`src/rtl/lnk_seq_pkg.sv`:
```
package lnk_seq_pkg;

    typedef enum logic [2:0] {
        ST_CHECK   = 3'd0,
        ST_LOAD    = 3'd1,
        ST_WAITCFG = 3'd2,
        ST_PWRUP   = 3'd3,
        ST_READY   = 3'd4,
        ST_UNREACH = 3'd5,
        ST_FERR    = 3'd6
    } seq_st_e;

    typedef struct packed {
        logic fuse_req;
        logic ready;
        logic bus_avail;
        logic inband_avail;
        logic unreach;
        logic fuse_err;
    } seq_flags_t;

    function automatic seq_st_e entry_state(input logic fused, input logic inband);
        if (fused)       return ST_LOAD;
        else if (inband) return ST_UNREACH;
        else             return ST_WAITCFG;
    endfunction

    function automatic seq_flags_t flags_of(input seq_st_e s);
        seq_flags_t f;
        f              = '0;
        f.fuse_req     = (s == ST_LOAD);
        f.ready        = (s == ST_READY);
        f.bus_avail    = (s == ST_READY);
        f.inband_avail = (s == ST_READY);
        f.unreach      = (s == ST_UNREACH);
        f.fuse_err     = (s == ST_FERR);
        return f;
    endfunction

endpackage

```
`src/rtl/lnk_rdy_filter.sv`:
```
module lnk_rdy_filter #(
    parameter int N_RDY   = 3,
    parameter int RDY_CYC = 4
) (
    input  logic             clk,
    input  logic             rst,
    input  logic             en,
    input  logic [N_RDY-1:0] rdy_i,
    output logic             met_o
);
    localparam int CW = $clog2(RDY_CYC + 1);

    logic [CW-1:0] run_q;
    logic          all_hi;

    assign all_hi = &rdy_i;
    assign met_o  = en && all_hi && (run_q == CW'(RDY_CYC - 1));

    always_ff @(posedge clk) begin
        if (rst || !en || !all_hi) begin
            run_q <= '0;
        end else if (run_q != CW'(RDY_CYC - 1)) begin
            run_q <= run_q + CW'(1);
        end
    end


    run_bound_chk: assert property (@(posedge clk) disable iff (rst)
        run_q < CW'(RDY_CYC));


    run_clear_chk: assert property (@(posedge clk) disable iff (rst)
        (en && !all_hi) |=> (run_q == '0));

endmodule

```
`src/rtl/lnk_load_timer.sv`:
```
module lnk_load_timer #(
    parameter int LOAD_TMO = 8
) (
    input  logic clk,
    input  logic rst,
    input  logic en,
    input  logic ack_i,
    output logic expire_o
);
    localparam int CW = $clog2(LOAD_TMO + 1);

    logic [CW-1:0] tmr_q;

    assign expire_o = en && !ack_i && (tmr_q == CW'(LOAD_TMO - 1));

    always_ff @(posedge clk) begin
        if (rst || !en) begin
            tmr_q <= '0;
        end else if (tmr_q != CW'(LOAD_TMO - 1)) begin
            tmr_q <= tmr_q + CW'(1);
        end
    end


    tmr_bound_chk: assert property (@(posedge clk) disable iff (rst)
        tmr_q < CW'(LOAD_TMO));

endmodule

```
`src/rtl/lnk_pwrup_seq.sv`:
```
module lnk_pwrup_seq
    import lnk_seq_pkg::*;
#(
    parameter int N_RDY    = 3,
    parameter int RDY_CYC  = 4,
    parameter int LOAD_TMO = 8
) (
    input  logic             clk,
    input  logic             rst,
    input  logic             soft_rst_i,
    input  logic             fused_i,
    input  logic             inband_sel_i,
    input  logic             fuse_ack_i,
    input  logic             cfg_done_i,
    input  logic [N_RDY-1:0] int_rdy_i,
    output logic             fuse_req_o,
    output logic             ready_o,
    output logic             bus_avail_o,
    output logic             inband_avail_o,
    output logic             unreach_o,
    output logic             fuse_err_o,
    output logic [2:0]       state_o
);
    seq_st_e    state_q, state_d;
    seq_flags_t flags;
    logic       rdy_met;
    logic       load_expire;

    lnk_rdy_filter #(.N_RDY(N_RDY), .RDY_CYC(RDY_CYC)) u_rdy_filter (
        .clk   (clk),
        .rst   (rst),
        .en    (state_q == ST_PWRUP),
        .rdy_i (int_rdy_i),
        .met_o (rdy_met)
    );

    lnk_load_timer #(.LOAD_TMO(LOAD_TMO)) u_load_timer (
        .clk      (clk),
        .rst      (rst),
        .en       (state_q == ST_LOAD),
        .ack_i    (fuse_ack_i),
        .expire_o (load_expire)
    );

    always_comb begin
        state_d = state_q;
        case (state_q)
            ST_CHECK:   state_d = entry_state(fused_i, inband_sel_i);
            ST_LOAD: begin
                if (fuse_ack_i)       state_d = ST_PWRUP;
                else if (load_expire) state_d = ST_FERR;
            end
            ST_WAITCFG: if (cfg_done_i) state_d = ST_PWRUP;
            ST_PWRUP:   if (rdy_met)    state_d = ST_READY;
            default:    state_d = state_q;
        endcase
    end

    always_ff @(posedge clk) begin
        if (rst || soft_rst_i) state_q <= ST_CHECK;
        else                   state_q <= state_d;
    end

    assign flags          = flags_of(state_q);
    assign fuse_req_o     = flags.fuse_req;
    assign ready_o        = flags.ready;
    assign bus_avail_o    = flags.bus_avail;
    assign inband_avail_o = flags.inband_avail;
    assign unreach_o      = flags.unreach;
    assign fuse_err_o     = flags.fuse_err;
    assign state_o        = state_q;


    ready_needs_rdy_chk: assert property (@(posedge clk) disable iff (rst)
        $rose(ready_o) |-> $past(&int_rdy_i));


    soft_rst_chk: assert property (@(posedge clk) disable iff (rst)
        soft_rst_i |=> (state_o == 3'd0));


    unreach_sticky_chk: assert property (@(posedge clk) disable iff (rst)
        (unreach_o && !soft_rst_i) |=> unreach_o);


    load_entry_chk: assert property (@(posedge clk) disable iff (rst)
        $rose(fuse_req_o) |-> $past(fused_i));


    fuse_err_cause_chk: assert property (@(posedge clk) disable iff (rst)
        $rose(fuse_err_o) |-> ($past(fuse_req_o) && !$past(fuse_ack_i)));


    ready_sticky_chk: assert property (@(posedge clk) disable iff (rst)
        (ready_o && !soft_rst_i) |=> ready_o);

endmodule

```
`config.mk`:
```
export PLATFORM = sky130hd
export DESIGN_NAME = lnk_pwrup_seq
export DESIGN_NICKNAME = d
export VERILOG_FILES = /design/src/rtl/lnk_seq_pkg.sv /design/src/rtl/lnk_rdy_filter.sv /design/src/rtl/lnk_load_timer.sv /design/src/rtl/lnk_pwrup_seq.sv
export SDC_FILE = /design/constraint.sdc
export NUM_CORES = 1
export LEC_CHECK = 0
export BUFFER_PORTS_ARGS = -buffer_cell sky130_fd_sc_hd__buf_2
export CORE_AREA = 2 2 39 41
export CTS_BUF_LIST = sky130_fd_sc_hd__clkbuf_8 sky130_fd_sc_hd__clkbuf_16
export DETAILED_ROUTE_END_ITERATION = 8
export DIE_AREA = 0 0 41 43
export HOLD_SLACK_MARGIN = 0.08
export PLACE_DENSITY = 0.73
export SLEW_MARGIN = 20
export SYNTH_ARGS = -nofsm -noshare
export SYNTH_HDL_FRONTEND = slang
export SYNTH_SLANG_ARGS = --single-unit
```
`constraint.sdc`:
```
create_clock -name clk -period 2.8 [get_ports clk]
set_clock_uncertainty 0.05 [all_clocks]
set_input_delay 0.14 -clock clk [delete_from_list [all_inputs] [get_ports clk]]
set_output_delay 0.14 -clock clk [all_outputs]
set_load 0.02 [all_outputs]
```
==> impl_metrics.env <==
export IMPL_wl_per_cell_um=11.7
export IMPL_start_util_pct=44.3
export IMPL_netSwitchingPower_w=0.0000927
export IMPL_fill_cells=125
export IMPL_die_x_um=41
export IMPL_rows=14
export IMPL_yosys_warnings=0
export IMPL_yosysUniqueCellTypes=30
export IMPL_drt_initial_drc_count=7
export IMPL_synth_nets=83
export IMPL_grt_max_degree=15
export IMPL_ios=19
export IMPL_relSlewSlack_pct=72.3
export IMPL_crit_arrival_ps=1610
export IMPL_synth_area_um2=613
export IMPL_cts_resized=0
export IMPL_clock_power_share_pct=45.6
export IMPL_synth_top_flop_cell="dfxtp_1"
export IMPL_required_ps=2880
export IMPL_final_setup_viol_count=0
export IMPL_drv_cap=0
export IMPL_final_nets=103
export IMPL_grt_pass1_vias=543
export IMPL_synthCells=70
export IMPL_antenna_cells=0
export IMPL_synth_top_area_share_pct=32.7
export IMPL_die_y_um=43
export IMPL_p_leak_nw=0.404
export IMPL_final_cell_count_no_fill=105
export IMPL_path_max_fanout=5
export IMPL_utilization_pct=55.0
export IMPL_gp_congestion=0.792
export IMPL_synth_async_sr_flop_share_pct=0
export IMPL_hp_start="rst"
export IMPL_dp_hpwl_um=929
export IMPL_maxSlewViolCount=0
export IMPL_cts_buffer_depth=2
export IMPL_yosysMostFrequentCell="nor2_1"
export IMPL_final_hold_violation_count=0
export IMPL_antenna_found_initial=0
export IMPL_ir_worst_vdd_mv=0.330
export IMPL_hold_path_class="input port to flop"
export IMPL_fin_crit_sh_pct=54.9
export IMPL_synth_area_top_cells="dfxtp_1 33%, nor2_1 7.3%, ha_1 6.1%"
export IMPL_setup_worst_path_start="u_rdy_filter.run_q[0]"
export IMPL_ys_ff_latch=10
export IMPL_core_area_um2=1380
export IMPL_track_usage_pct=18.0
export IMPL_yosys_top_cells_count="12 x nor2_1, 10 x dfxtp_1, 4 x a21oi_1"
export IMPL_start_kind="flop"
export IMPL_avgSynthCellArea_um2=8.76
export IMPL_area_growth_pct=24.1
export IMPL_vias_per_cell=5.04
export IMPL_worstSkewPairLatency_ps=230
export IMPL_total_power_w=0.000388
export IMPL_vias=529
export IMPL_status="finished clean"
export IMPL_cts_tree="done"
export IMPL_cts_max_level=1
export IMPL_p_seq_share_pct=40.3
export IMPL_dpl_cell_count=100
export IMPL_routed_wl_um=1230
export IMPL_dr_pass1_iters=4
export IMPL_power_density_nw_per_um2=510
export IMPL_swShare_pct=23.9
export IMPL_synth_enable_flop_cells=0
export IMPL_grt_overflow=0
export IMPL_finalSetupTns_ps=0
export IMPL_crit_reg2reg_launch="u_rdy_filter.run_q[0]"
export IMPL_drc=0
export IMPL_worst_pin_slew_ps=415
export IMPL_numPortBuffers=18
export IMPL_layout_min_cycle_time_ps=1540
export IMPL_numCtsBuffers=3
export IMPL_path_class="flop to flop"
export IMPL_yosysSeqAreaShare_pct=32.7
export IMPL_grt_pass1_wl_um=2130
export IMPL_die_area_um2=1760
export IMPL_internal_power_w=0.000296
export IMPL_rsz0062_at_grt="false"
export IMPL_comb_power_share_pct=14.1
export IMPL_synth_top_cell_by_area="dfxtp_1"
export IMPL_clkSlewWorstSetupHoldPaths_ps=50
export IMPL_ant_nets=0
export IMPL_fmax_mhz=651
export IMPL_crit_path_end_kind="flop"
export IMPL_root_buffer="clkbuf_8"
export IMPL_ff2ff_setup_slack_ps=1260
export IMPL_drive_gt1_share_pct=30.3
export IMPL_cts_sinks=10
layout by cell type (no fill, tap or decap), types with 2 or more instances in the layout:
cell type  count
nor3b_1        2
dfxtp_1       10
nand2_1        2
mux2i_1        3
a21oi_1        4
ha_1           3
nor2_1        12
buf_2         18
clkbuf_8       4
and3b_1        2
and3_1         3
o21ai_0        2
nand3_1        2
nand2b_1       3
inv_1          3
power by group through the flow:
stage | combinational (W) | sequential, W | clock (W)
final | 0.0000548 | 0.000157 | 0.000177
after global routing | 0.0000602 | 0.000158 | 0.000188
after CTS | 0.0000549 | 0.000156 | 0.000182
after detailed placement | 0.0000536 | 0.000159 | 0
after global placement | 0.0000527 | 0.000159 | 0
after floorplan | 0.0000396 | 0.000157 | 0
registers in the layout (all words and copies together), names as in the netlist:
name / flops
state_o: 3
u_rdy_filter.run_q: 3
u_load_timer.tmr_q: 4
worst paths after layout:
kind	end	cells after the start
max	state_o[2]	5
max reg2reg	state_o[2]	5
min reg2reg	u_rdy_filter.run_q[2]	2
min	state_o[1]	2
critical path, cell delays in order (launching register included):
cell	delay (ps)
dfxtp_1	340
ha_1	170
ha_1	270
and3_1	230
o21ai_2	90
o41ai_2	290
metrics by stage:
stage	setup slack, ps	instance area (um^2)	hold WS [ps]
after floorplan	1100	613	166
after global placement	1390	696	308
after detailed placement	1300	696	313
after CTS	1280	761	91.6
after global routing	1180	761	108
final	1260	761	99.5
metal layers:
metal	wire (um)	GRT usage, %	vias to the layer above	share of wire (%)
met3	39	3.14	2	3.2
met5	0	0	-	0
met4	22	11.3	0	1.8
met2	594	28.7	14	48
li1	-	-	280	-
met1	568	20.7	233	46
cell families (layout without fill, tap and decap cells):
kind of cell	after synthesis	in the layout	synth area share (%)
adder cells (fa/ha/maj)	3	3	6.12
AND/OR/NAND/NOR	33	33	32.0
buffers and inverters	7	26	6.33
XOR/XNOR	2	2	2.86
multiplexers	3	3	4.90
AO/OA/AOI/OAI	12	12	15.1
flip-flops	10	10	32.7
final cells by class:
| class | count | area [um^2] | area share, % |
|---|---|---|---|
| well taps | 16 | 20.0 | 2.63 |
| multi-input cells | 53 | 374 | 49.2 |
| flip-flops and latches | 10 | 200 | 26.3 |
| clock buffers | 4 | 55.1 | 7.24 |
| repair buffers | 19 | 100 | 13.2 |
| inverters | 3 | 11.3 | 1.48 |
repair_timing:
item / CTS / global route
hold endpoints to repair: 1 / 0
setup buffers: 0 / 0
hold buffers: 1 / 0
No activity file was read; power rests on OpenSTA's default activity.
